`src/rtl/prefetch_queue.sv`:
```
module prefetch_queue #(
  parameter int DW = 16,
  parameter int AW = 16,
  parameter logic [AW-1:0] START_ADDR = '0
) (
  input  logic          clk,
  input  logic          rst_n,
  input  logic          bus_busy,
  input  logic          consume,
  input  logic          flush,
  input  logic [AW-1:0] flush_addr,
  output logic          mem_req,
  output logic [AW-1:0] mem_addr,
  input  logic [DW-1:0] mem_rdata,
  output logic          ex_valid,
  output logic [DW-1:0] ex_word
);
  localparam logic [AW-1:0] STEP = AW'(2);

  logic [DW-1:0] st2, st1, hold;
  logic          v2, v1, vh;
  logic [AW-1:0] pc;

  logic take, s2_free, s1_go, s1_free, h_go, h_free, to_s1, to_h;

  assign take    = consume & v2 & ~flush;
  assign s2_free = ~v2 | take;
  assign s1_go   = v1 & s2_free;
  assign s1_free = ~v1 | s1_go;
  assign h_go    = vh & s1_free;
  assign h_free  = ~vh | h_go;
  assign mem_req = ~bus_busy & ~flush & h_free;
  assign to_s1   = mem_req & s1_free & ~vh;
  assign to_h    = mem_req & ~to_s1;

  assign mem_addr = pc;
  assign ex_valid = v2;
  assign ex_word  = st2;

  always_ff @(posedge clk) begin
    if (!rst_n) begin
      v2 <= 1'b0; v1 <= 1'b0; vh <= 1'b0;
      st2 <= '0; st1 <= '0; hold <= '0;
      pc <= START_ADDR;
    end else if (flush) begin
      v2 <= 1'b0; v1 <= 1'b0; vh <= 1'b0;
      pc <= flush_addr;
    end else begin
      if (s1_go) begin
        st2 <= st1; v2 <= 1'b1;
      end else if (take) v2 <= 1'b0;

      if (h_go) begin
        st1 <= hold; v1 <= 1'b1;
      end else if (to_s1) begin
        st1 <= mem_rdata; v1 <= 1'b1;
      end else if (s1_go) v1 <= 1'b0;

      if (to_h) begin
        hold <= mem_rdata; vh <= 1'b1;
      end else if (h_go) vh <= 1'b0;

      if (mem_req) pc <= pc + STEP;
    end
  end

  AST_ADDR_STEP: assert property (@(posedge clk) disable iff (!rst_n)
    (mem_req && !flush) |=> (mem_addr == $past(mem_addr) + STEP));
  AST_FULL_STOP: assert property (@(posedge clk) disable iff (!rst_n)
    (v2 && v1 && vh && !consume) |-> !mem_req);
  AST_HOLD_ORDER: assert property (@(posedge clk) disable iff (!rst_n)
    vh |-> v1);
  AST_FLUSH_EMPTY: assert property (@(posedge clk) disable iff (!rst_n)
    flush |=> (!ex_valid && !mem_req || !ex_valid));
  AST_WORD_HOLD: assert property (@(posedge clk) disable iff (!rst_n)
    (ex_valid && !consume && !flush) |=> (ex_valid && $stable(ex_word)));
  AST_BUSY_NO_REQ: assert property (@(posedge clk) disable iff (!rst_n)
    bus_busy |-> !mem_req);
endmodule

```
`config.mk`:
```
export PLATFORM = sky130hd
export DESIGN_NAME = prefetch_queue
export DESIGN_NICKNAME = d
export VERILOG_FILES = /design/src/rtl/prefetch_queue.sv
export SDC_FILE = /design/constraint.sdc
export NUM_CORES = 1
export LEC_CHECK = 0
export CORE_MARGIN = 2
export CORE_UTILIZATION = 50
export DETAILED_ROUTE_END_ITERATION = 8
export DONT_BUFFER_PORTS = 1
export PLACE_DENSITY = 0.68
export SLEW_MARGIN = 40
export SYNTH_ARGS = -nofsm -noshare
export SYNTH_HDL_FRONTEND = slang
export SYNTH_SLANG_ARGS = --single-unit
```
`constraint.sdc`:
```
create_clock -name clk -period 1.6 [get_ports clk]
set_clock_uncertainty 0.1 [all_clocks]
set_input_delay 0.32 -clock clk [delete_from_list [all_inputs] [get_ports clk]]
set_output_delay 0.32 -clock clk [all_outputs]
set_load 0.02 [all_outputs]
```
Word-level counts from Yosys, hierarchy flattened

Cells that the tools add are included.

Word-level logic and storage cells: 47
Flip-flop bits (word level): 67
Output and inout bits: 34
Bits of input ports: 37

Multiplexer cells: 11
Reductions and logical operators: 9
Bitwise logic cells: 19
$add $sub $neg: 1

Operator list:

| cell                  | number |
|---|---|
| $mux 16               | 4 |
| $add 16x2->16 const B | 1 |
| $and 1x1->1           | 9 |
| $reduce_bool 2->1     | 4 |
| $mux 1                | 7 |
| $not 1->1             | 7 |
| $reduce_and 2->1      | 3 |
| $or 1x1->1            | 3 |
| $reduce_bool 3->1     | 1 |
| $reduce_or 2->1       | 1 |

Depth between registers and ports, before layout

Gate-level depths: netlist of the first run.

Depth after elaboration: 13
Mapped depth: 8
Mapped depth without buffers: 5

Least setup slack after synthesis of the first run

Ideal clock, no wire load.

Path kind: flip-flop to output port
From: register v2 (netlist: ex_valid)
To: output mem_req
Required time: 1.180 ns
Stages on the path, launching flop included: 7
Path buffers: 3
Arrival time: 1.352 ns
Setup slack: -0.172 ns
Cells stage by stage: dfxtp_1 buf_2 nand4b_2 nand3_1 buf_4 inv_1 buf_2

Word-level cells in the longest chain between the ends: 8

Ends and longest elaborated chain:

| what                     | line | text |
|---|---|---|
| from (decl)              | 21   | `logic v2, v1, vh;` |
| from (signal assigned)   | 42   | `v2 <= 1'b0; v1 <= 1'b0; vh <= 1'b0;` |
| from (signal assigned)   | 46   | `v2 <= 1'b0; v1 <= 1'b0; vh <= 1'b0;` |
| from (signal assigned)   | 50   | `st2 <= st1; v2 <= 1'b1;` |
| $and 1x1->1 (2 in a row) | 26   | `assign take = consume & v2 & ~flush;` |
| $or 1x1->1 *             | 27   | `assign s2_free = ~v2 \| take;` |
| $and 1x1->1 *            | 28   | `assign s1_go = v1 & s2_free;` |
| $or 1x1->1 *             | 29   | `assign s1_free = ~v1 \| s1_go;` |
| $and 1x1->1 *            | 30   | `assign h_go = vh & s1_free;` |
| $or 1x1->1 *             | 31   | `assign h_free = ~vh \| h_go;` |
| $and 1x1->1 *            | 32   | `assign mem_req = ~bus_busy & ~flush & h_free;` |
| to (decl)                | 12   | `output logic mem_req,` |

Mark *: on every way between the ends. The rest lies on a longest branch, timed or not.

Final worst setup path of the first run

From: register v2 (netlist: ex_valid)
To: register st1[5]

Word-level cells in the longest chain between the ends: 12

Ends and longest elaborated chain:

| what                               | line | text |
|---|---|---|
| $and 1x1->1 (2 in a row)           | 26   |  |
| $or 1x1->1 *                       | 27   |  |
| $and 1x1->1 *                      | 28   |  |
| $or 1x1->1 *                       | 29   |  |
| $and 1x1->1                        | 30   |  |
| $or 1x1->1                         | 31   |  |
| $and 1x1->1                        | 32   |  |
| $and 1x1->1 (2 in a row)           | 33   | `assign to_s1 = mem_req & s1_free & ~vh;` |
| $reduce_bool 2->1 (no source line) | n/a  |  |
| $reduce_and 2->1 (no source line)  | n/a  |  |
| to (signal assigned)               | 43   | `st2 <= '0; st1 <= '0; hold <= '0;` |
| to (signal assigned)               | 54   | `st1 <= hold; v1 <= 1'b1;` |
| to (signal assigned)               | 56   | `st1 <= mem_rdata; v1 <= 1'b1;` |
| to (decl)                          | 20   | `logic [DW-1:0] st2, st1, hold;` |

Marks and branches as above.
A chain may end at the register's enable or synchronous reset.

==> qor.txt, run 1 <==
Max Cap Viol = 0
Fraction of registers with async set or reset after synthesis = 0
Core area = 0.00554 mm²
Synth unique cells = 49
Critical path class = flip-flop to flip-flop
Vias = 2696
IO Pins = 71
Slew @ Worst Pin = 365 ps
CP max FO = 16
R2R cell count = 6
Pwr Total = 3.53 mW
Initial Utilization = 0.521
First-pass iteration count of the detailed router = 4
Area Overhead vs Synth = 26.1%
Mapped Cells = 336
Clock sink total = 67
Status = finished, violations left
Syn Area/Cell = 8.59 µm²
GP Congestion = 0.842
DP HPWL = 4.99 mm
Overall Global Routing Usage = 0.239
Post-DRT Antenna Nets = 0
Hold_sp = rst_n
DP Worst Slack = -18.5 ps
Flops & latches, synth = 67
Port Buffers = 0
Synthesized cell area = 0.00289 mm²
Cell taking the most area after synthesis = dfxtp_1
Grt total ovfl = 0
DR vias/cell = 6.14
N_diodes = 0
Endpoints failing setup = 2
Top_reg_cell synth = dfxtp_1
Tcrit/Tclk final = 1.00
Final Slew Violations = 0
Fillers = 486
WP data required = 1760 ps
Initial DRC Count = 231
Floorplan row count = 27
Area share of the largest cell type after synthesis = 0.465
Final nets = 401
Worst Setup Start Kind = flip-flop
Min Tclk post-route = 1600 ps
Worst hold endpoint = mem_addr[7]
PD cells = 969 mW/mm²
Die width = 80.0 µm
Worst-skew pair later-pin latency = 340 ps
Relative slew slack = 0.756
Most frequent cells in the layout = 55 x nand2_1, 54 x dfxtp_1, 46 x a21oi_1
Final Hold Viols = 0
Crit path DAT = 1770 ps
FMAX = 624 MHz
First-pass GRT wire length = 11.9 mm
Syn nets = 374
WL per Instance = 17.6 µm
P_leak = 1.21 nW
Hold Crit Class = input port to flip-flop
Yosys synthesis warning count = 0
Worst reg2reg setup slack = -2 ps
Critical path endpoint category = flip-flop
DRC Markers = 0
Antenna violations before repair = 0
Die Ht = 80.0 µm
Area contributors post-synth = dfxtp_1 46%, a21oi_1 9.2%, nand2_1 7.4%, o221ai_1 4.9%, o21ai_0 4.3%
CTS buffer count = 9
Die area = 0.00640 mm²
Final setup margin = -1.66 ps
Sequential area share after synthesis = 0.465
H-tree lvl count = 3
Routed WL = 7.71 mm
Reg2reg start = ex_valid
Peak supply drop = 0.000673 V
Layout cells sized above 1 = 0.300
Failing checks = setup timing
RR Endpoint = st1[5]
Deepest clock path buffer count = 2
Clk root buf = clkbuf_8
Clk slew on worst S/H paths = 70 ps
TritonCTS clock tree = built
EDFF count, synth = 0
Commonest non-fill, non-tap cell in the layout = nand2_1
Largest net degree at the start of global routing = 52
Hold Path Stages = 2
Vias in the first global route = 2462
Unrepaired setup endpoints after global routing = true
==> state kept, by name (all words and copies together), names as in the netlist <==
register / flops
vh: 1
st1: 16
ex_word: 16
v1: 1
ex_valid: 1
hold: 16
mem_addr: 16
==> timing repair <==
action	CTS	global route
pin swaps	6	10
gates cloned	0	1
resized for setup	7	38
buffers inserted	4	0
endpoints found under the hold margin	0	0
hold buffers	0	0
endpoints found under the setup margin	2	43
==> metal layers <==
metal	share of wire	wire length, µm	vias to the layer above	global-route usage
met3	0.083	643	11	0.0667
met1	0.45	3440	1299	0.343
met5	0	0	-	0
met2	0.45	3500	89	0.340
li1	-	-	1297	-
met4	0.017	131	0	0.0864
==> cell type report <==
cell class	count	area (µm²)	area share
Multi-Input combinational cell	239	1570	0.432
Sequential cell	67	1370	0.375
Timing Repair Buffer	40	387	0.106
Clock buffer	11	153	0.0420
Tap cell	72	90.1	0.0248
Clock inverter	4	48.8	0.0134
Inverter	6	22.5	0.00619
==> cell families after synthesis <==
logic type                 after synthesis  synth area share
AOI/OAI and AO/OA                      120             0.264
and+or+nand+nor                        113             0.201
DFF                                     67             0.465
buffers and inverters                   30            0.0490
xor gates and xnor gates                 2           0.00607
muxes                                    2           0.00737
adders and majority gates                2           0.00780
==> stage by stage <==
stage	TNS (ps)	std cells	hold slack (ps)	utilization	area [µm²]
finish	-1.79	439	9.90	0.657	3640
global route	-792	439	7.22	0.657	3640
CTS	-33.7	438	2.23	0.625	3460
detailed placement	-18.5	419	345	0.580	3210
global placement	0	419	340	0.580	3210
floorplan	-3.02	336	332	-	2910
==> synth_stat cells (all sizes together) (2+ instances only) <==
library cell   n
dfxtp         67
nand2         57
a21oi         53
o21ai         26
nand3         21
o221ai        16
buf           13
clkbuf        11
a311oi         7
a31oi          6
inv            6
a211oi         5
nor2           5
nor3           5
nand4          4
and2           3
and4           3
and3           2
nand4b         2
nor2b          2
or4            2
==> where the power goes <==
part	leakage [nW]	switching [mW]	internal (mW)
registers	0.551	0.0447	1.72
clock network	0.104	0.630	0.804
logic	0.558	0.190	0.137
==> worst max-delay path, cell delays in order, from the launching register on <==
cell and delay (ps):
dfxtp_4 360, buf_6 110, buf_4 150, a311oi_4 300
buf_12 210, o221ai_2 130, a21oi_2 170
==> worst max path at each step <==
stage / start / end / depth (start not counted)
CTS: ex_valid / mem_addr[10] / 5
finish: ex_valid / st1[5] / 6
global placement: mem_addr[1] / mem_addr[13] / 5
floorplan: ex_valid / mem_req / 6
global route: ex_valid / mem_addr[10] / 5
detailed placement: mem_addr[1] / mem_addr[13] / 5
No activity file was read; power rests on OpenSTA's default activity.
==> run 2: changes to the inputs <==
--- a/config.mk
+++ b/config.mk
@@ -9,7 +9,7 @@
 export CORE_UTILIZATION = 50
 export DETAILED_ROUTE_END_ITERATION = 8
 export DONT_BUFFER_PORTS = 1
-export PLACE_DENSITY = 0.68
+export PLACE_DENSITY = 0.75
 export SLEW_MARGIN = 40
 export SYNTH_ARGS = -nofsm -noshare
 export SYNTH_HDL_FRONTEND = slang
==> constraint.sdc (replaced) <==
create_clock -name clk -period 1.7 [get_ports clk]
set_clock_uncertainty 0.1 [all_clocks]
set_input_delay 0.34 -clock clk [delete_from_list [all_inputs] [get_ports clk]]
set_output_delay 0.34 -clock clk [all_outputs]
set_load 0.02 [all_outputs]
==> run 2 against run 1 <==
Compared with the run above:
- the flow now finishes without violations
- first-iteration DRC count up 25%
- register-to-register slack better by 90 ps
- utilization down 3.3 points
- worst hold slack better by 26 ps
- largest cell class unchanged
- highest routed layer unchanged
==> qor.txt, run 2 (synthesis results as in run 1) <==
CP max FO = 6
First-pass GRT wire length = 11.7 mm
Max Cap Viol = 0
Die Ht = 80.0 µm
RR Endpoint = mem_addr[13]
Worst-skew pair later-pin latency = 340 ps
Most frequent cells in the layout = 63 x dfxtp_1, 57 x nand2_1, 53 x a21oi_1
GP Congestion = 0.919
Initial Utilization = 0.521
Fin area = 0.00346 mm²
Port Buffers = 0
DR vias/cell = 6.21
Die area = 0.00640 mm²
Critical path class = flip-flop to output port
WL per Instance = 17.1 µm
Die width = 80.0 µm
FMAX = 606 MHz
Register area = 0.00135 mm²
Final Slew Violations = 0
Tcrit/Tclk final = 0.971
Area Overhead vs Synth = 19.7%
Floorplan row count = 27
DP HPWL = 4.79 mm
Min Tclk post-route = 1650 ps
CTS buffer count = 9
Area of the multi-input gates = 0.00143 mm²
Finished Layout Cells = 432
Layout cells sized above 1 = 0.192
N_diodes = 0
Clk root buf = clkbuf_8
Status = finished clean
Final Hold Viols = 0
Commonest non-fill, non-tap cell in the layout = dfxtp_1
Endpoints failing setup = 0
Pwr Total = 3.41 mW
IO Pins = 71
Reg2reg start = mem_addr[2]
Unrepaired setup endpoints after global routing = true
Routed WL = 7.40 mm
Hold Crit Class = input port to flip-flop
Worst reg2reg setup slack = 90 ps
PD cells = 987 mW/mm²
Clk slew on worst S/H paths = 70 ps
Fillers = 462
Clock sink total = 67
Critical path endpoint category = output port
Deepest clock path buffer count = 2
First-pass iteration count of the detailed router = 5
Overall Global Routing Usage = 0.235
Initial DRC Count = 288
Worst Setup Start Kind = flip-flop
WP data required = 1260 ps
Vias = 2682
Antenna violations before repair = 0
Crit path DAT = 1210 ps
R2R cell count = 5
Core area = 0.00554 mm²
Largest net degree at the start of global routing = 55
Hold_sp = mem_rdata[2]
TritonCTS clock tree = built
Hold Path Stages = 2
Vias in the first global route = 2460
DRC Markers = 0
Grt total ovfl = 0
P_leak = 1.18 nW
Peak supply drop = 0.000766 V
Placed Area = 0.00313 mm²
Post-DRT Antenna Nets = 0
Final nets = 393
H-tree lvl count = 3
Worst hold endpoint = hold[2]
Inst Count DP = 411
Relative slew slack = 0.730
Slew @ Worst Pin = 402 ps
## run 2: changes by cell type in the layout (fill, tap and decap cells not counted), moves of 2 or more
cell      change
dfxtp_4       -2
buf_6         -3
a21oi_1       +7
nand2_2       -2
o221ai_2     -16
dfxtp_2       -7
dfxtp_1       +9
o221ai_1     +16
buf_4         -6
and4_2        +2
a21oi_2       -7
nand2_1       +2
## run 2: timing repair
item,in CTS,in global routing
hold buffers,0,0
pin swaps,1,2
gates cloned,0,2
endpoints found under the setup margin,1,4
buffers inserted,1,2
gates resized for setup,4,9
## run 2: worst max path at each step
stage,cells after the start,end,start,slack [ps]
2_1_floorplan,5,mem_addr[13],mem_addr[2],4
3_3_place_gp,5,st1[9],vh,150
3_5_place_dp,5,mem_addr[13],mem_addr[1],110
4_1_cts,4,mem_req,ex_valid,7
5_1_grt,4,mem_addr[15],mem_addr[6],-7
6_report,4,mem_req,vh,50
## run 2: critical path, cell delays in order, from the launching register on
cell	delay [ps]
dfxtp_2	410
nand4b_4	140
nand3_4	140
inv_6	40
buf_12	130
## run 2: area by class of cell
cell class | instances | area share
clock inverters | 6 | 0.0261
repair buffers | 32 | 0.0978
clock buffers | 10 | 0.0369
multi-input cells | 239 | 0.415
well taps | 72 | 0.0261
inverters | 6 | 0.00797
flip-flops and latches | 67 | 0.390
## run 2: metal layers
layer,GRT usage,share of wire,vias to the layer above
met5,0,0,-
met4,0.108,0.018,0
met3,0.0679,0.082,18
met2,0.361,0.47,85
met1,0.304,0.43,1298
li1,-,-,1281
## run 2: power breakdown
part           switching [mW]  total (mW)  internal [mW]
registers              0.0440        1.66           1.62
logic                   0.170       0.297          0.126
clock network           0.625        1.45          0.828
## run 2: metrics by stage
| stage | setup WS, ps | TNS (ps) | hold slack (ps) | util |
|---|---|---|---|---|
| CTS | 7.16 | 0 | 25.1 | 0.606 |
| detailed placement | 105 | 0 | 346 | 0.564 |
| floorplan | 3.80 | 0 | 332 | - |
| global placement | 149 | 0 | 341 | 0.564 |
| finish | 50.0 | 0 | 35.5 | 0.624 |
| global route | -7.46 | -7.46 | 29.1 | 0.624 |
==> run 3: changes to the inputs <==
--- a/config.mk
+++ b/config.mk
@@ -5,11 +5,11 @@
 export SDC_FILE = /design/constraint.sdc
 export NUM_CORES = 1
 export LEC_CHECK = 0
+export BUFFER_PORTS_ARGS = -buffer_cell sky130_fd_sc_hd__clkbuf_2
 export CORE_MARGIN = 2
-export CORE_UTILIZATION = 50
+export CORE_UTILIZATION = 45
 export DETAILED_ROUTE_END_ITERATION = 8
-export DONT_BUFFER_PORTS = 1
-export PLACE_DENSITY = 0.75
+export PLACE_DENSITY = 0.79
 export SLEW_MARGIN = 40
 export SYNTH_ARGS = -nofsm -noshare
 export SYNTH_HDL_FRONTEND = slang
==> run 3 against run 2 <==
Compared with the run above:
- combinational power grew 23%
- critical path type is now flip-flop to flip-flop
- utilization decreased by 2.0 points
- first-iteration DRC count is 34% lower
- worst hold slack better by 110 ps
- largest cell class unchanged
- clock-buffer cell count stayed put
- critical path depth grew 2
==> qor.txt, run 3 (synthesis results as in run 1) <==
Final setup TNS = 0 ps
Seq pwr share = 0.476
P_leak = 1.48 nW
DRC Markers = 0
Vias = 2950
Deepest clock path buffer count = 2
Worst hold endpoint = hold[2]
Layout cells sized above 1 = 0.335
Routed WL = 7.85 mm
Most frequent cells in the layout = 69 x clkbuf_2, 61 x dfxtp_1, 57 x nand2_1
Initial DRC Count = 189
Status = finished clean
DR vias/cell = 5.75
Worst path slowest cell = dfxtp_4
Hold Path Stages = 3
PD cells = 917 mW/mm²
Tcrit/Tclk final = 0.971
Commonest non-fill, non-tap cell in the layout = clkbuf_2
Min Tclk post-route = 1650 ps
Peak supply drop = 0.000522 V
IO Pins = 71
Max Cap Viol = 0
Vias in the first global route = 2754
Area of the multi-input gates = 0.00142 mm²
Hold Crit Class = input port to flip-flop
Register area = 0.00135 mm²
Floorplan row count = 29
DP HPWL = 5.43 mm
Sw Ratio = 0.252
Slew @ Worst Pin = 371 ps
Final nets = 469
CTS buffer count = 9
First-pass iteration count of the detailed router = 4
WL per Instance = 15.3 µm
First-pass GRT wire length = 12.9 mm
P_sw = 0.874 mW
FMAX = 606 MHz
Endpoints failing setup = 0
Internal power = 2.60 mW
Final Hold Viols = 0
R2R cell count = 6
Fillers = 541
Reg2reg start = mem_addr[1]
Top sig layer = met4
N_diodes = 0
Area Overhead vs Synth = 31.2%
Die area = 0.00707 mm²
Clk slew on worst S/H paths = 80 ps
Critical path's top delay family = flip-flops
CP startpoint = mem_addr[1]
Clk root buf = clkbuf_8
WP data required = 1880 ps
Overall Global Routing Usage = 0.226
RR Endpoint = mem_addr[9]
CP max stage delay = 360 ps
Met3 WL post-DR = 469 µm
Largest net degree at the start of global routing = 32
Die width = 84.1 µm
Clock sink total = 67
Port Buffers = 70
Hold_sp = mem_rdata[2]
Final Slew Violations = 0
Met1 Routed Length = 3.47 mm
Core area = 0.00628 mm²
# hold bufs at CTS = 0
CP cell instances = ha_2 > and4bb_2 > buf_4 > nand4_1 > mux2_2 > a21oi_1
Worst Setup Start Kind = flip-flop
H-tree lvl count = 3
Final setup margin = 49.9 ps
Worst reg2reg setup slack = 50 ps
Worst-skew pair later-pin latency = 340 ps
Relative slew slack = 0.753
Critical path endpoint category = flip-flop
Die Ht = 84.1 µm
Clock group share of total power = 0.419
Post-DRT Antenna Nets = 0
Antenna violations before repair = 0
DP Worst Slack = 34.2 ps
GP Congestion = 0.853
Initial Utilization = 0.460
Grt total ovfl = 0
CP max FO = 5
Hold WS = 144 ps
Critical path class = flip-flop to flip-flop
Met2 WL = 3.85 mm
CP bufs+invs = 1
Crit path DAT = 1830 ps
TritonCTS clock tree = built
Fin area = 0.00379 mm²
Placed Area = 0.00352 mm²
Combinational power share = 0.105
==> run 3: cell types whose count changed in the layout (fill, tap and decap cells not counted), moves of 2 or more <==
cell / delta
clkbuf_2: +69
clkinv_4: -2
clkbuf_16: -2
dfxtp_2: +2
buf_4: +9
dfxtp_1: -2
and4_2: -2
==> run 3: power groups by stage <==
stage	Sequential [mW]	Combinational [mW]	Clock [mW]
final	1.65	0.365	1.45
after global routing	1.66	0.397	1.54
after CTS	1.65	0.359	1.47
after detailed placement	1.69	0.355	0
after global placement	1.69	0.350	0
after floorplan	1.72	0.156	0
==> run 3: what timing repair did <==
item                                    4_1_cts  5_1_grt
resized for setup                             3        9
hold endpoints to repair                      0        0
endpoints found under the setup margin        1        5
pin swaps                                     0        1
buffers inserted                              0        4
cloned                                        0        0
==> run 3: layout make-up <==
class / count / share of cell area
Multi-Input combinational cell: 239 / 0.374
Sequential cell: 67 / 0.357
Timing Repair Buffer: 108 / 0.181
Clock buffer: 10 / 0.0337
Tap cell: 77 / 0.0254
Clock inverter: 6 / 0.0235
Inverter: 6 / 0.00595
==> run 3: per-layer routing <==
layer  vias up  track usage
met3         9       0.0564
li1       1430            -
met2        99        0.374
met1      1412        0.291
met4         0       0.0704
met5         -            0
==> run 3: worst max-delay path by stage <==
stage          cells after the start            to  slack, ps
6_report                           6   mem_addr[9]         50
5_1_grt                            6   mem_addr[9]        -10
4_1_cts                            4  mem_addr[15]          2
3_5_place_dp                       4  mem_addr[15]         30
3_3_place_gp                       5  mem_addr[10]         80
2_1_floorplan                      5  mem_addr[13]          4
==> run 3: stage by stage <==
| stage | power (mW) | std cells | util |
|---|---|---|---|
| floorplan | 1.88 | 336 | - |
| global route | 3.60 | 513 | 0.603 |
| global placement | 2.04 | 493 | 0.561 |
| detailed placement | 2.04 | 493 | 0.561 |
| finish | 3.47 | 513 | 0.603 |
| CTS | 3.48 | 509 | 0.597 |
==> run 3: tightest hold or removal path, stage by stage <==
cell	delay, ps
clkbuf_2	90
nand3_1	60
a21oi_1	50
